--- config.mk ---
export PLATFORM = sky130hd
export DESIGN_NAME = thread_wormhole_router
export DESIGN_NICKNAME = d
export VERILOG_FILES = /design/src/rtl/thr_rt_pkg.sv /design/src/rtl/thr_rt_rr_arb.sv /design/src/rtl/thr_rt_stage.sv /design/src/rtl/thread_wormhole_router.sv
export SDC_FILE = /design/constraint.sdc
export NUM_CORES = 1
export LEC_CHECK = 0
export ABC_AREA = 1
export CAP_MARGIN = 20
export CORE_AREA = 2 2 269 271
export DETAILED_ROUTE_END_ITERATION = 10
export DIE_AREA = 0 0 271 273
export GPL_ROUTABILITY_DRIVEN = 0
export SLEW_MARGIN = 20
export SYNTH_ARGS = -nofsm -noshare
export SYNTH_HDL_FRONTEND = slang
export SYNTH_SLANG_ARGS = --single-unit
--- constraint.sdc ---
create_clock -name clk -period 10.57 [get_ports clk]
set_input_delay 1.057 -clock clk [delete_from_list [all_inputs] [get_ports clk]]
set_output_delay 1.057 -clock clk [all_outputs]
set_load 0.005 [all_outputs]
--- src/rtl/thr_rt_pkg.sv ---
package thr_rt_pkg;
   typedef enum logic [1:0] {
      WK_BODY = 2'b00,
      WK_HEAD = 2'b01,
      WK_TAIL = 2'b10
   } word_kind_e;

   localparam int HDR_DEST_W = 8;
   localparam int TID_LSB    = 8;
   localparam int TID_W      = 16;
endpackage

--- src/rtl/thr_rt_rr_arb.sv ---
module thr_rt_rr_arb #(
   parameter int N  = 5,
   localparam int IW = (N > 1) ? $clog2(N) : 1
) (
   input  logic [N-1:0]  req,
   input  logic [IW-1:0] ptr,
   output logic          any,
   output logic [IW-1:0] win
);
   always_comb begin
      any = 1'b0;
      win = '0;
      for (int k = 0; k < N; k++) begin
         int j;
         j = int'(ptr) + k;
         if (j >= N) j = j - N;
         if (!any && req[j]) begin
            any = 1'b1;
            win = IW'(j);
         end
      end
   end
endmodule

--- src/rtl/thr_rt_stage.sv ---
module thr_rt_stage #(
   parameter int W    = 8,
   parameter int PIPE = 1
) (
   input  logic         clk,
   input  logic         rst_n,
   input  logic         up_valid,
   input  logic [W-1:0] up_payload,
   output logic         up_ready,
   output logic         dn_valid,
   output logic [W-1:0] dn_payload,
   input  logic         dn_ready
);
   if (PIPE == 1) begin : g_reg
      logic         v_q;
      logic [W-1:0] p_q;

      assign up_ready   = !v_q || dn_ready;
      assign dn_valid   = v_q;
      assign dn_payload = p_q;

      always_ff @(posedge clk or negedge rst_n) begin
         if (!rst_n) begin
            v_q <= 1'b0;
            p_q <= '0;
         end else if (up_ready) begin
            v_q <= up_valid;
            if (up_valid) p_q <= up_payload;
         end
      end
   end else begin : g_wire
      assign up_ready   = dn_ready;
      assign dn_valid   = up_valid;
      assign dn_payload = up_payload;
   end
endmodule

--- src/rtl/thread_wormhole_router.sv ---
module thread_wormhole_router
   import thr_rt_pkg::*;
#(
   parameter int NUM_CORES = 4,
   parameter int DATA_W    = 64,
   parameter int PIPE      = 1,
   localparam int NPORT    = NUM_CORES + 1,
   localparam int IW       = $clog2(NPORT)
) (
   input  logic                    clk,
   input  logic                    rst_n,
   input  logic [NPORT-1:0]        src_valid,
   input  logic [NPORT*DATA_W-1:0] src_data,
   input  logic [NPORT*2-1:0]      src_kind,
   output logic [NPORT-1:0]        src_ready,
   output logic [NPORT-1:0]        dst_valid,
   output logic [NPORT*DATA_W-1:0] dst_data,
   output logic [NPORT*2-1:0]      dst_kind,
   input  logic [NPORT-1:0]        dst_ready,
   output logic                    route_err
);
   localparam int PW = IW + 2 + DATA_W;

   if (NUM_CORES < 1) begin : g_bad_cores
      $error("thread_wormhole_router: NUM_CORES must be at least 1");
   end
   if (PIPE != 0 && PIPE != 1) begin : g_bad_pipe
      $error("thread_wormhole_router: PIPE must be 0 or 1");
   end
   if (DATA_W < TID_LSB + TID_W) begin : g_bad_width
      $error("thread_wormhole_router: DATA_W too narrow for the header");
   end
   if (NPORT > (1 << HDR_DEST_W)) begin : g_bad_ports
      $error("thread_wormhole_router: too many ports for the destination field");
   end

   // per-port views of the flat source buses
   logic [DATA_W-1:0] s_data [NPORT];
   logic [1:0]        s_kind [NPORT];
   logic [NPORT-1:0]  head_req;

   for (genvar i = 0; i < NPORT; i++) begin : g_src
      assign s_data[i]   = src_data[i*DATA_W +: DATA_W];
      assign s_kind[i]   = src_kind[i*2 +: 2];
      assign head_req[i] = src_valid[i] && (s_kind[i] == WK_HEAD);
   end

   // lock state
   logic          locked_q, drop_q, err_q;
   logic [IW-1:0] owner_q, dest_q, ptr_q;

   logic          arb_any;
   logic [IW-1:0] arb_win;

   thr_rt_rr_arb #(.N(NPORT)) u_arb (
      .req (head_req),
      .ptr (ptr_q),
      .any (arb_any),
      .win (arb_win)
   );

   logic [IW-1:0]         sel;
   logic                  cur_valid;
   logic [DATA_W-1:0]     cur_data;
   logic [1:0]            cur_kind;
   logic [HDR_DEST_W-1:0] hdr_field;
   logic                  hdr_bad;
   logic [IW-1:0]         cur_dest;
   logic                  cur_drop;
   logic                  take;
   logic                  st_up_ready;

   assign sel       = locked_q ? owner_q : arb_win;
   assign cur_valid = locked_q ? src_valid[sel] : arb_any;
   assign cur_data  = s_data[sel];
   assign cur_kind  = s_kind[sel];
   assign hdr_field = cur_data[HDR_DEST_W-1:0];
   assign hdr_bad   = (hdr_field >= HDR_DEST_W'(NPORT));
   assign cur_dest  = locked_q ? dest_q : hdr_field[IW-1:0];
   assign cur_drop  = locked_q ? drop_q : hdr_bad;
   assign take      = cur_valid && (cur_drop || st_up_ready);

   for (genvar i = 0; i < NPORT; i++) begin : g_rdy
      assign src_ready[i] = take && (sel == IW'(i));
   end

   always_ff @(posedge clk or negedge rst_n) begin
      if (!rst_n) begin
         locked_q <= 1'b0;
         drop_q   <= 1'b0;
         err_q    <= 1'b0;
         owner_q  <= '0;
         dest_q   <= '0;
         ptr_q    <= '0;
      end else begin
         err_q <= take && !locked_q && hdr_bad;
         if (take) begin
            if (!locked_q) begin
               locked_q <= 1'b1;
               owner_q  <= arb_win;
               dest_q   <= hdr_field[IW-1:0];
               drop_q   <= hdr_bad;
            end else if (cur_kind == WK_TAIL) begin
               locked_q <= 1'b0;
               drop_q   <= 1'b0;
               ptr_q    <= (owner_q == IW'(NPORT - 1)) ? '0 : IW'(owner_q + IW'(1));
            end
         end
      end
   end

   assign route_err = err_q;

   // shared channel, optionally registered
   logic          ch_valid, ch_ready;
   logic [PW-1:0] ch_payload;
   logic [IW-1:0] ch_dest;
   logic [1:0]    ch_kind;
   logic [DATA_W-1:0] ch_data;

   thr_rt_stage #(.W(PW), .PIPE(PIPE)) u_stage (
      .clk        (clk),
      .rst_n      (rst_n),
      .up_valid   (cur_valid && !cur_drop),
      .up_payload ({cur_dest, cur_kind, cur_data}),
      .up_ready   (st_up_ready),
      .dn_valid   (ch_valid),
      .dn_payload (ch_payload),
      .dn_ready   (ch_ready)
   );

   assign {ch_dest, ch_kind, ch_data} = ch_payload;

   always_comb begin
      ch_ready = 1'b0;
      for (int d = 0; d < NPORT; d++) begin
         if (ch_dest == IW'(d)) ch_ready = dst_ready[d];
      end
   end

   for (genvar d = 0; d < NPORT; d++) begin : g_dst
      assign dst_valid[d]                = ch_valid && (ch_dest == IW'(d));
      assign dst_data[d*DATA_W +: DATA_W] = ch_data;
      assign dst_kind[d*2 +: 2]           = ch_kind;
   end
endmodule

==> flow_summary.ini, run 1 <==
[min_path]
hp-class = reg -> reg
hold_start = dest_q[1]$_DFFE_PN0P_

[worst_setup_path]
critPathMaxStageDelay_ns = 0.69
crit_type = reg -> out
cp_data_required_time_ns = 9.51
worstSetupStartpointType = register
end_kind = output pin
path_common_cell = nand2_1
worstPathMaxFanout = 37
regToRegSetupSlack_ns = 4.05
slowest_stage = dfrtp_1
timing.rr.start = ptr_q[0]$_DFFE_PN0P_
worstPathArrival_ns = 7.10
startpoint = ptr_q[0]$_DFFE_PN0P_

[outcome]
status = completed

[cells_and_area]
area_delta_synth_final_pct = 61.2
nFillCells = 7989
nets = 2080
drive_above_1_share = 0.0335

[clocking]
cts_max_level = 3
clk_pin_slew_worst_paths_ns = 0.06
cts-root-buf = clkbuf_16
cts_hold_buffers = 0
post-cts-setup-buffer-count = 0
clock_latency_ns = 0.38
cts_max_path_buffers = 2
cts_resized = 0
cts_tree = done
cts.sinks = 82
cts_made_buffers = 9

[yosys]
synth_cell_types = 42
synthCells = 1413
ys_ff_latch = 82
ys_async_sr_fraction = 1.00
synth_warnings = 0
synth_nets = 1766
syn_area_per_cell_sq_um = 6.53
synth_top_area_frac = 0.269
ys_seq_area_frac = 0.223
synth_edf_count = 0
synth_top_area_cell = buf_4
synthTopCellsByArea = buf_4 27%, nand2_1 25%, dfrtp_1 22%, a22o_1 5.4%, nand4_1 4.5%
syn_area_sq_um = 9220
synth_flop_cell = dfrtp_1

[route]
wl_per_cell_um = 16.8
drt-vias-per-instance = 3.73
ant_nets = 0
drtIter0Drc = 541
routed_wl_um = 45000
vias = 10016
dr.pass1.iters = 4
drc = 0

[floorplanning]
num_rows = 98
start_util = 0.130
die_w_um = 271
ios = 683
dieArea_sq_um = 74000
die_height_um = 273
core_area_sq_um = 71000

[placement]
io_buffers = 682
hpwl_um = 36100

[power]
leakage_nw = 6.33
vdd_drop_max_mv = 0.229
p_per_area_nw_per_um2 = 350
total_power_w = 0.00521

[global_routing]
track_usage = 0.116
grt_overflow = 0
antenna_found_initial = 4
grt_first_pass_wirelength_um = 63200
grt_max_degree = 73
grt_pass1_vias = 9649

[sta]
fin_setup_tns_ns = 0
skew_ns = 0.0153
slew-limit-headroom = 0.325
rsz0062_at_grt = false
clock.fmax_ghz = 0.123
hold_viol_final = 0
tightest_slew_ns = 1.01
period_share = 0.772
period_minus_slack_ns = 8.16
finalMaxSlewViolations = 0
setup_viol = 0

[job]
drv_cap = 0
sequential cells by signal, indices dropped and copies added, names as in the netlist:
register and count:
dest_q 3, drop_q 1, locked_q 1, owner_q 3, ptr_q 3, route_err 1, u_stage.dn_payload 69, u_stage.dn_valid 1
cells in the final DEF (no fill, tap or decap), types with 3 or more instances in the layout:
master,n
clkdlybuf4s50_1,681
nand2_1,602
dfrtp_1,82
nand4_1,67
a22o_1,57
nand3_1,55
inv_1,44
nor2_1,21
o21ai_0,14
inv_2,10
ha_1,10
buf_4,10
o21ai_1,9
clkbuf_16,9
a21oi_1,8
diode_2,4
o22ai_1,4
nor2_4,4
clkinv_2,4
nand3_2,3
nand2_2,3
o211ai_1,3
nand2_4,3
cell usage after synthesis, drive strengths merged (3+ instances only):
cell and number:
o22ai 4, o211ai 3, buf 356, inv 58, nand3 58, a22o 57
o21ai 24, nor2 26, nand2 608, dfrtp 82, clkbuf 32, nor3 3
a21oi 10, ha 10, nand4 68
per-layer routing:
layer | wire [um] | GRT usage | vias up
li1 | - | - | 4825
met1 | 18900 | 0.141 | 4628
met2 | 21800 | 0.199 | 507
met3 | 3220 | 0.0306 | 52
met4 | 1040 | 0.0339 | 4
met5 | 22 | 0 | -
worst max-delay path, delay by kind of cell (launching register included):
family | cells | cell delay, ns
DFF | 1 | 0.69
adders and majority gates | 2 | 0.44
AOI/OAI and AO/OA | 1 | 0.20
and+or+nand+nor | 18 | 3.35
buffers and inverters | 7 | 1.98
cell families (layout without fill, tap and decap cells):
| group | after synthesis | after routing | synth area share |
|---|---|---|---|
| DFF | 82 | 82 | 0.223 |
| and+or+nand+nor | 768 | 768 | 0.353 |
| AOI/OAI and AO/OA | 102 | 102 | 0.0821 |
| other | 0 | 4 | 0 |
| buffers and inverters | 446 | 764 | 0.323 |
| adders and majority gates | 11 | 11 | 0.0157 |
| xor gates and xnor gates | 4 | 4 | 0.00461 |
final cells by class:
class / count / area [sq um] / area share
sequential: 82 / 2050 / 0.138
antenna: 4 / 10.0 / 0.000674
multi-input combinational: 885 / 4200 / 0.283
clock buffer: 11 / 243 / 0.0163
clock inverter: 4 / 52.6 / 0.00354
timing repair buffer: 691 / 6890 / 0.464
tap: 950 / 1190 / 0.0800
inverter: 58 / 224 / 0.0151
power breakdown:
group / switching, W / internal, W
combinational: 0.00222 / 0.00189
clock: 0.000149 / 0.000189
sequential: 0.000290 / 0.000471
total: 0.00266 / 0.00255
stage by stage:
step	area, sq um	hold WS [ns]	instances	utilization	setup WS (ns)
4_1_cts	14900	0.486	2681	0.209	2.17
2_1_floorplan	9220	0.442	1413	-	5.73
3_3_place_gp	14600	0.459	2666	0.205	2.47
6_report	14900	0.483	2685	0.209	2.41
5_1_grt	14900	0.513	2681	0.209	1.53
3_5_place_dp	14600	0.470	2666	0.205	2.41
final timing paths:
check	endpoint	cells after the start
setup / recovery	src_ready[0]	28
hold / removal	dest_q[1]$_DFFE_PN0P_	2
setup reg to reg	u_stage.dn_payload[18]$_DFFE_PN0P_	30
hold reg to reg	dest_q[1]$_DFFE_PN0P_	2
max in group asynchronous	u_stage.dn_payload[66]$_DFFE_PN0P_	2
min in group asynchronous	u_stage.dn_payload[10]$_DFFE_PN0P_	1
Note: power is estimated with default switching activity, not from simulation.
==> run 2: changes to the inputs <==
- CORE_AREA: 2 2 269 271 -> 2 2 268 270
- DIE_AREA: 0 0 271 273 -> 0 0 270 272
- clock period: 10.57 -> 8 ns (I/O delays scaled with it)
==> run 2 against run 1 <==
Against the previous run: global-route usage is 0.13 points higher; setup slack lost 1.1 ns; non-clock buffer count up 3; sequential power is 30% higher; final area rose by 0.24%; core utilization grew 0.12 points; worst hold slack worse by 0.061 ns; via count rose by 0.60%; critical endpoint unchanged; largest power group unchanged; highest routed layer is now met4.
==> flow_summary.ini, run 2 (same netlist as run 1, synthesis figures left out) <==
[worst_setup_path]
regToRegSetupSlack_ns = 2.34
end_kind = output pin
rr_worst_depth = 31
worstPathArrival_ns = 5.87
worstSetupStartpointType = register
r2r_end = u_stage.dn_payload[3]$_DFFE_PN0P_
crit_type = reg -> out
timing.rr.start = ptr_q[0]$_DFFE_PN0P_
cp_data_required_time_ns = 7.20
worstPathMaxFanout = 41

[clocking]
cts_made_buffers = 9
clk_pin_slew_worst_paths_ns = 0.07
cts-root-buf = clkbuf_16
post-cts-setup-buffer-count = 0
cts_resized = 0
clock_latency_ns = 0.38
cts_max_path_buffers = 2
cts_tree = done
cts.sinks = 82
cts_max_level = 3
cts_hold_buffers = 0

[cells_and_area]
final_util = 0.211
layout_common_cells = 681 x clkdlybuf4s50_1, 602 x nand2_1, 82 x dfrtp_1, 67 x nand4_1, 57 x a22o_1
fin_area_sq_um = 14900
nFillCells = 8026
n_antenna_cell = 0
nets = 2083
area_delta_synth_final_pct = 61.6
drive_above_1_share = 0.0352
final_common_cell = clkdlybuf4s50_1
largest_register_ff_count = 69

[route]
routed_wl_um = 45000
drc = 0
drtIter0Drc = 513
drt-vias-per-instance = 3.75
dr.pass1.iters = 5
vias = 10076
ant_nets = 0
wl_per_cell_um = 16.8

[global_routing]
grt_overflow = 0
grt_pass1_vias = 9773
grt_first_pass_wirelength_um = 64200
grt_max_degree = 57
antenna_found_initial = 1
track_usage = 0.117

[sta]
setup_viol = 0
clock.fmax_ghz = 0.150
finalMaxSlewViolations = 0
tightest_slew_ns = 0.818
hold_viol_final = 0
slew-limit-headroom = 0.455
rsz0062_at_grt = false
period_share = 0.834
fin_setup_tns_ns = 0
period_minus_slack_ns = 6.67
skew_ns = 0.00836

[power]
leakage_nw = 6.35
p_per_area_nw_per_um2 = 469
vdd_drop_max_mv = 0.212

[floorplanning]
die_w_um = 270
core_area_sq_um = 70800
ios = 683
dieArea_sq_um = 73400
die_height_um = 272
num_rows = 98
start_util = 0.130

[job]
drv_cap = 0

[outcome]
status = completed

[placement]
hpwl_um = 36100
post_dp_cell_area_sq_um = 14600
io_buffers = 682

[min_path]
hp-class = in -> async
## run 2: cell count changes in the layout (fill, tap and decap cells not counted)
cell	delta
buf_4	+3
bufinv_16	+1
clkinv_2	-1
clkinv_4	-1
clkinvlp_4	+1
diode_2	-4
## run 2: worst max path at each step
stage	start	to	slack, ns
4_1_cts	ptr_q[0]$_DFFE_PN0P_	src_ready[0]	1.14
3_5_place_dp	ptr_q[0]$_DFFE_PN0P_	src_ready[0]	1.61
6_report	ptr_q[0]$_DFFE_PN0P_	src_ready[0]	1.33
2_1_floorplan	ptr_q[0]$_DFFE_PN0P_	src_ready[1]	3.42
5_1_grt	ptr_q[0]$_DFFE_PN0P_	src_ready[0]	0.52
3_3_place_gp	ptr_q[0]$_DFFE_PN0P_	src_ready[0]	1.71
## run 2: where the power goes
part / switching [W] / internal [W]
combinational: 0.00299 / 0.00252
sequential: 0.000366 / 0.000622
clock: 0.000201 / 0.000281
## run 2: final cells by class
type	instances	area (sq um)	share of cell area
Timing Repair Buffer	694	6910	0.464
Tap cell	950	1190	0.0798
Clock buffer	11	243	0.0163
Inverter	58	224	0.0150
Clock inverter	4	76.3	0.00512
Multi-Input combinational cell	885	4200	0.282
Sequential cell	82	2050	0.138
## run 2: stage by stage
stage | power [W] | std cells | worst slack, ns | hold WS, ns
4_1_cts | 0.00716 | 2684 | 1.14 | 0.399
6_report | 0.00698 | 2684 | 1.33 | 0.422
3_3_place_gp | 0.00660 | 2669 | 1.71 | 0.456
3_5_place_dp | 0.00663 | 2669 | 1.61 | 0.460
5_1_grt | 0.00768 | 2684 | 0.520 | 0.422
2_1_floorplan | 0.00472 | 1413 | 3.42 | 0.442
## run 2: metal layers
metal | vias to the layer above | wire length (um) | global-route usage | share of wire
met5 | - | 0 | 0 | 0
met3 | 58 | 2830 | 0.0223 | 0.063
li1 | 4829 | - | - | -
met4 | 0 | 1380 | 0.0469 | 0.031
met2 | 498 | 21600 | 0.201 | 0.48
met1 | 4691 | 19200 | 0.144 | 0.43
## run 2: worst max-delay path, stage by stage, from the launching register on
cell	delay, ns
dfrtp_1	0.70
inv_2	0.17
ha_1	0.29
inv_1	0.07
ha_1	0.15
inv_1	0.07
nand2_1	0.14
nand2_1	0.06
nand2_1	0.13
nand2_1	0.07
nand3_1	0.08
nand3_1	0.11
nand2_2	0.15
nand4_4	0.14
nor2_4	0.12
nand2_1	0.09
nand3_1	0.10
nand3_1	0.07
nand2_1	0.15
clkinv_2	0.59
nand2_1	0.31
nand2_1	0.09
nand2_1	0.08
nand3_1	0.12
nand4_1	0.28
nand2_1	0.33
nor2_1	0.27
clkdlybuf4s50_1	0.57
==> run 3: changes to the inputs <==
- clock period: 8 -> 5.55 ns (I/O delays scaled with it)
==> run 3 against run 2 <==
Against the previous run: register-to-register slack lost 1.5 ns; combinational power is 51% higher; critical path type unchanged; flip-flop and latch count unchanged.
==> flow_summary.ini, run 3 (same netlist as run 1, synthesis figures left out) <==
[route]
drtIter0Drc = 442
dr.pass1.iters = 5
vias = 10225
wl_per_cell_um = 16.5
routed_wl_um = 44800
ant_nets = 0
drc = 0
drt-vias-per-instance = 3.77

[min_path]
hp-class = in -> async

[cells_and_area]
largest_register_ff_count = 69
nFillCells = 7941
nets = 2109
layout_common_cells = 681 x clkdlybuf4s50_1, 594 x nand2_1, 80 x dfrtp_1, 67 x nand4_1, 57 x a22o_1
drive_above_1_share = 0.0642
final_common_cell = clkdlybuf4s50_1
area_delta_synth_final_pct = 65.0

[clocking]
cts-root-buf = clkbuf_16
cts_tree = done
cts_made_buffers = 9
cts_max_level = 3
clk_pin_slew_worst_paths_ns = 0.07
cts.sinks = 82
cts_hold_buffers = 0
clock_latency_ns = 0.38
cts_max_path_buffers = 2

[job]
drv_cap = 0

[power]
total_power_w = 0.0104
p_per_area_nw_per_um2 = 686
vdd_drop_max_mv = 0.355
leakage_nw = 6.49

[floorplanning]
start_util = 0.130
die_w_um = 270
core_area_sq_um = 70800
dieArea_sq_um = 73400
num_rows = 98
ios = 683
die_height_um = 272

[sta]
finalMaxSlewViolations = 0
slew-limit-headroom = 0.416
tightest_slew_ns = 0.876
skew_ns = 0.00914
period_share = 0.929
setup_viol = 0
period_minus_slack_ns = 5.16
hold_viol_final = 0
fin_setup_tns_ns = 0
clock.fmax_ghz = 0.194

[worst_setup_path]
crit_type = reg -> out
cp_top_family = simple AND/OR/NAND/NOR gates
worstPathMaxFanout = 10
worstPathArrival_ns = 4.60
cp_data_required_time_ns = 4.99
path_buf_inv = 7
worstSetupStartpointType = register
critPathMaxStageDelay_ns = 0.52
slowest_stage = clkdlybuf4s50_1
end_kind = output pin

[global_routing]
grt.busiest_layer = met2
grt_max_degree = 59
met1_usage = 0.145
track_usage = 0.115
grt_overflow = 0
use_met2 = 0.192
antenna_found_initial = 3
grt_first_pass_wirelength_um = 63000
use_met3 = 0.0223
grt_pass1_vias = 9665

[outcome]
status = completed

[placement]
hpwl_um = 36300
io_buffers = 682
==> run 3: changes by cell type in the layout (fill, tap and decap cells not counted), sizes merged <==
cell / before / now
nand2: 608 / 610
diode: 0 / 1
buf: 13 / 37
inv: 55 / 59
clkinv: 4 / 1
==> run 3: what timing repair did <==
action / CTS / global route
buffers inserted: 2 / 11
cloned: 1 / 1
pin swaps: 2 / 7
gates resized for setup: 6 / 33
endpoints found under the setup margin: 5 / 5
==> run 3: area by class of cell <==
type                    instances  area (sq um)  area share
clock inverters                 5          85.1     0.00559
flip-flops and latches         82          2050       0.135
clock buffers                  11           243      0.0159
repair buffers                718          7100       0.467
well taps                     950          1190      0.0781
multi-input cells             887          4310       0.283
diodes                          1          2.50    0.000164
inverters                      58           236      0.0155
==> run 3: worst paths after layout <==
check | slack (ns) | end | cells past startpoint | start
min | 0.19 | u_stage.dn_payload[58]$_DFFE_PN0P_ | 1 | rst_n
min in group clk | 0.48 | dest_q[2]$_DFFE_PN0P_ | 2 | dest_q[2]$_DFFE_PN0P_
min reg2reg | 0.48 | dest_q[2]$_DFFE_PN0P_ | 2 | dest_q[2]$_DFFE_PN0P_
max | 0.39 | src_ready[1] | 27 | ptr_q[1]$_DFFE_PN0P_
max in group asynchronous | 4.28 | ptr_q[2]$_DFFE_PN0P_ | 2 | rst_n
max reg2reg | 0.87 | ptr_q[0]$_DFFE_PN0P_ | 27 | ptr_q[1]$_DFFE_PN0P_
==> run 3: layer usage <==
metal / share of wire / vias up / wire [um]
met5: 0.00056 / - / 25
met2: 0.47 / 511 / 21200
met4: 0.032 / 4 / 1420
met1: 0.43 / 4756 / 19300
met3: 0.064 / 63 / 2860
li1: - / 4891 / -
==> run 3: through the flow <==
| step | hold slack, ns | util | area, sq um | setup slack, ns | std cells |
|---|---|---|---|---|---|
| after detailed placement | 0.463 | 0.207 | 14700 | 0.251 | 2680 |
| after global routing | 0.214 | 0.215 | 15200 | -0.0217 | 2711 |
| final | 0.188 | 0.215 | 15200 | 0.392 | 2712 |
| after global placement | 0.465 | 0.207 | 14700 | 0.310 | 2680 |
| after CTS | 0.170 | 0.213 | 15000 | 0.0456 | 2699 |
| after floorplan | 0.259 | - | 9220 | 1.21 | 1413 |
==> run 3: worst register-to-register path, cell delays in order (launching register included) <==
cell,delay [ns]
dfrtp_2,0.45
inv_4,0.10
ha_2,0.20
inv_1,0.05
ha_1,0.18
inv_1,0.10
nand2_2,0.10
o21ai_2,0.16
inv_2,0.06
nand3_1,0.08
nand3_2,0.10
nand2_4,0.13
nand4_4,0.13
nor2_4,0.12
nand2_1,0.09
o21ai_1,0.12
inv_1,0.06
nand2_2,0.11
nand2_4,0.12
nor2_4,0.19
buf_4,0.16
buf_4,0.55
nand2_1,0.12
nand4_1,0.15
a22o_1,0.19
nand2_1,0.09
nor2_1,0.42
o21ai_0,0.20
==> run 3: power by group <==
part	internal, W	switching, W
Sequential	0.000899	0.000517
Combinational	0.00390	0.00441
Clock	0.000411	0.000309
Total	0.00521	0.00523
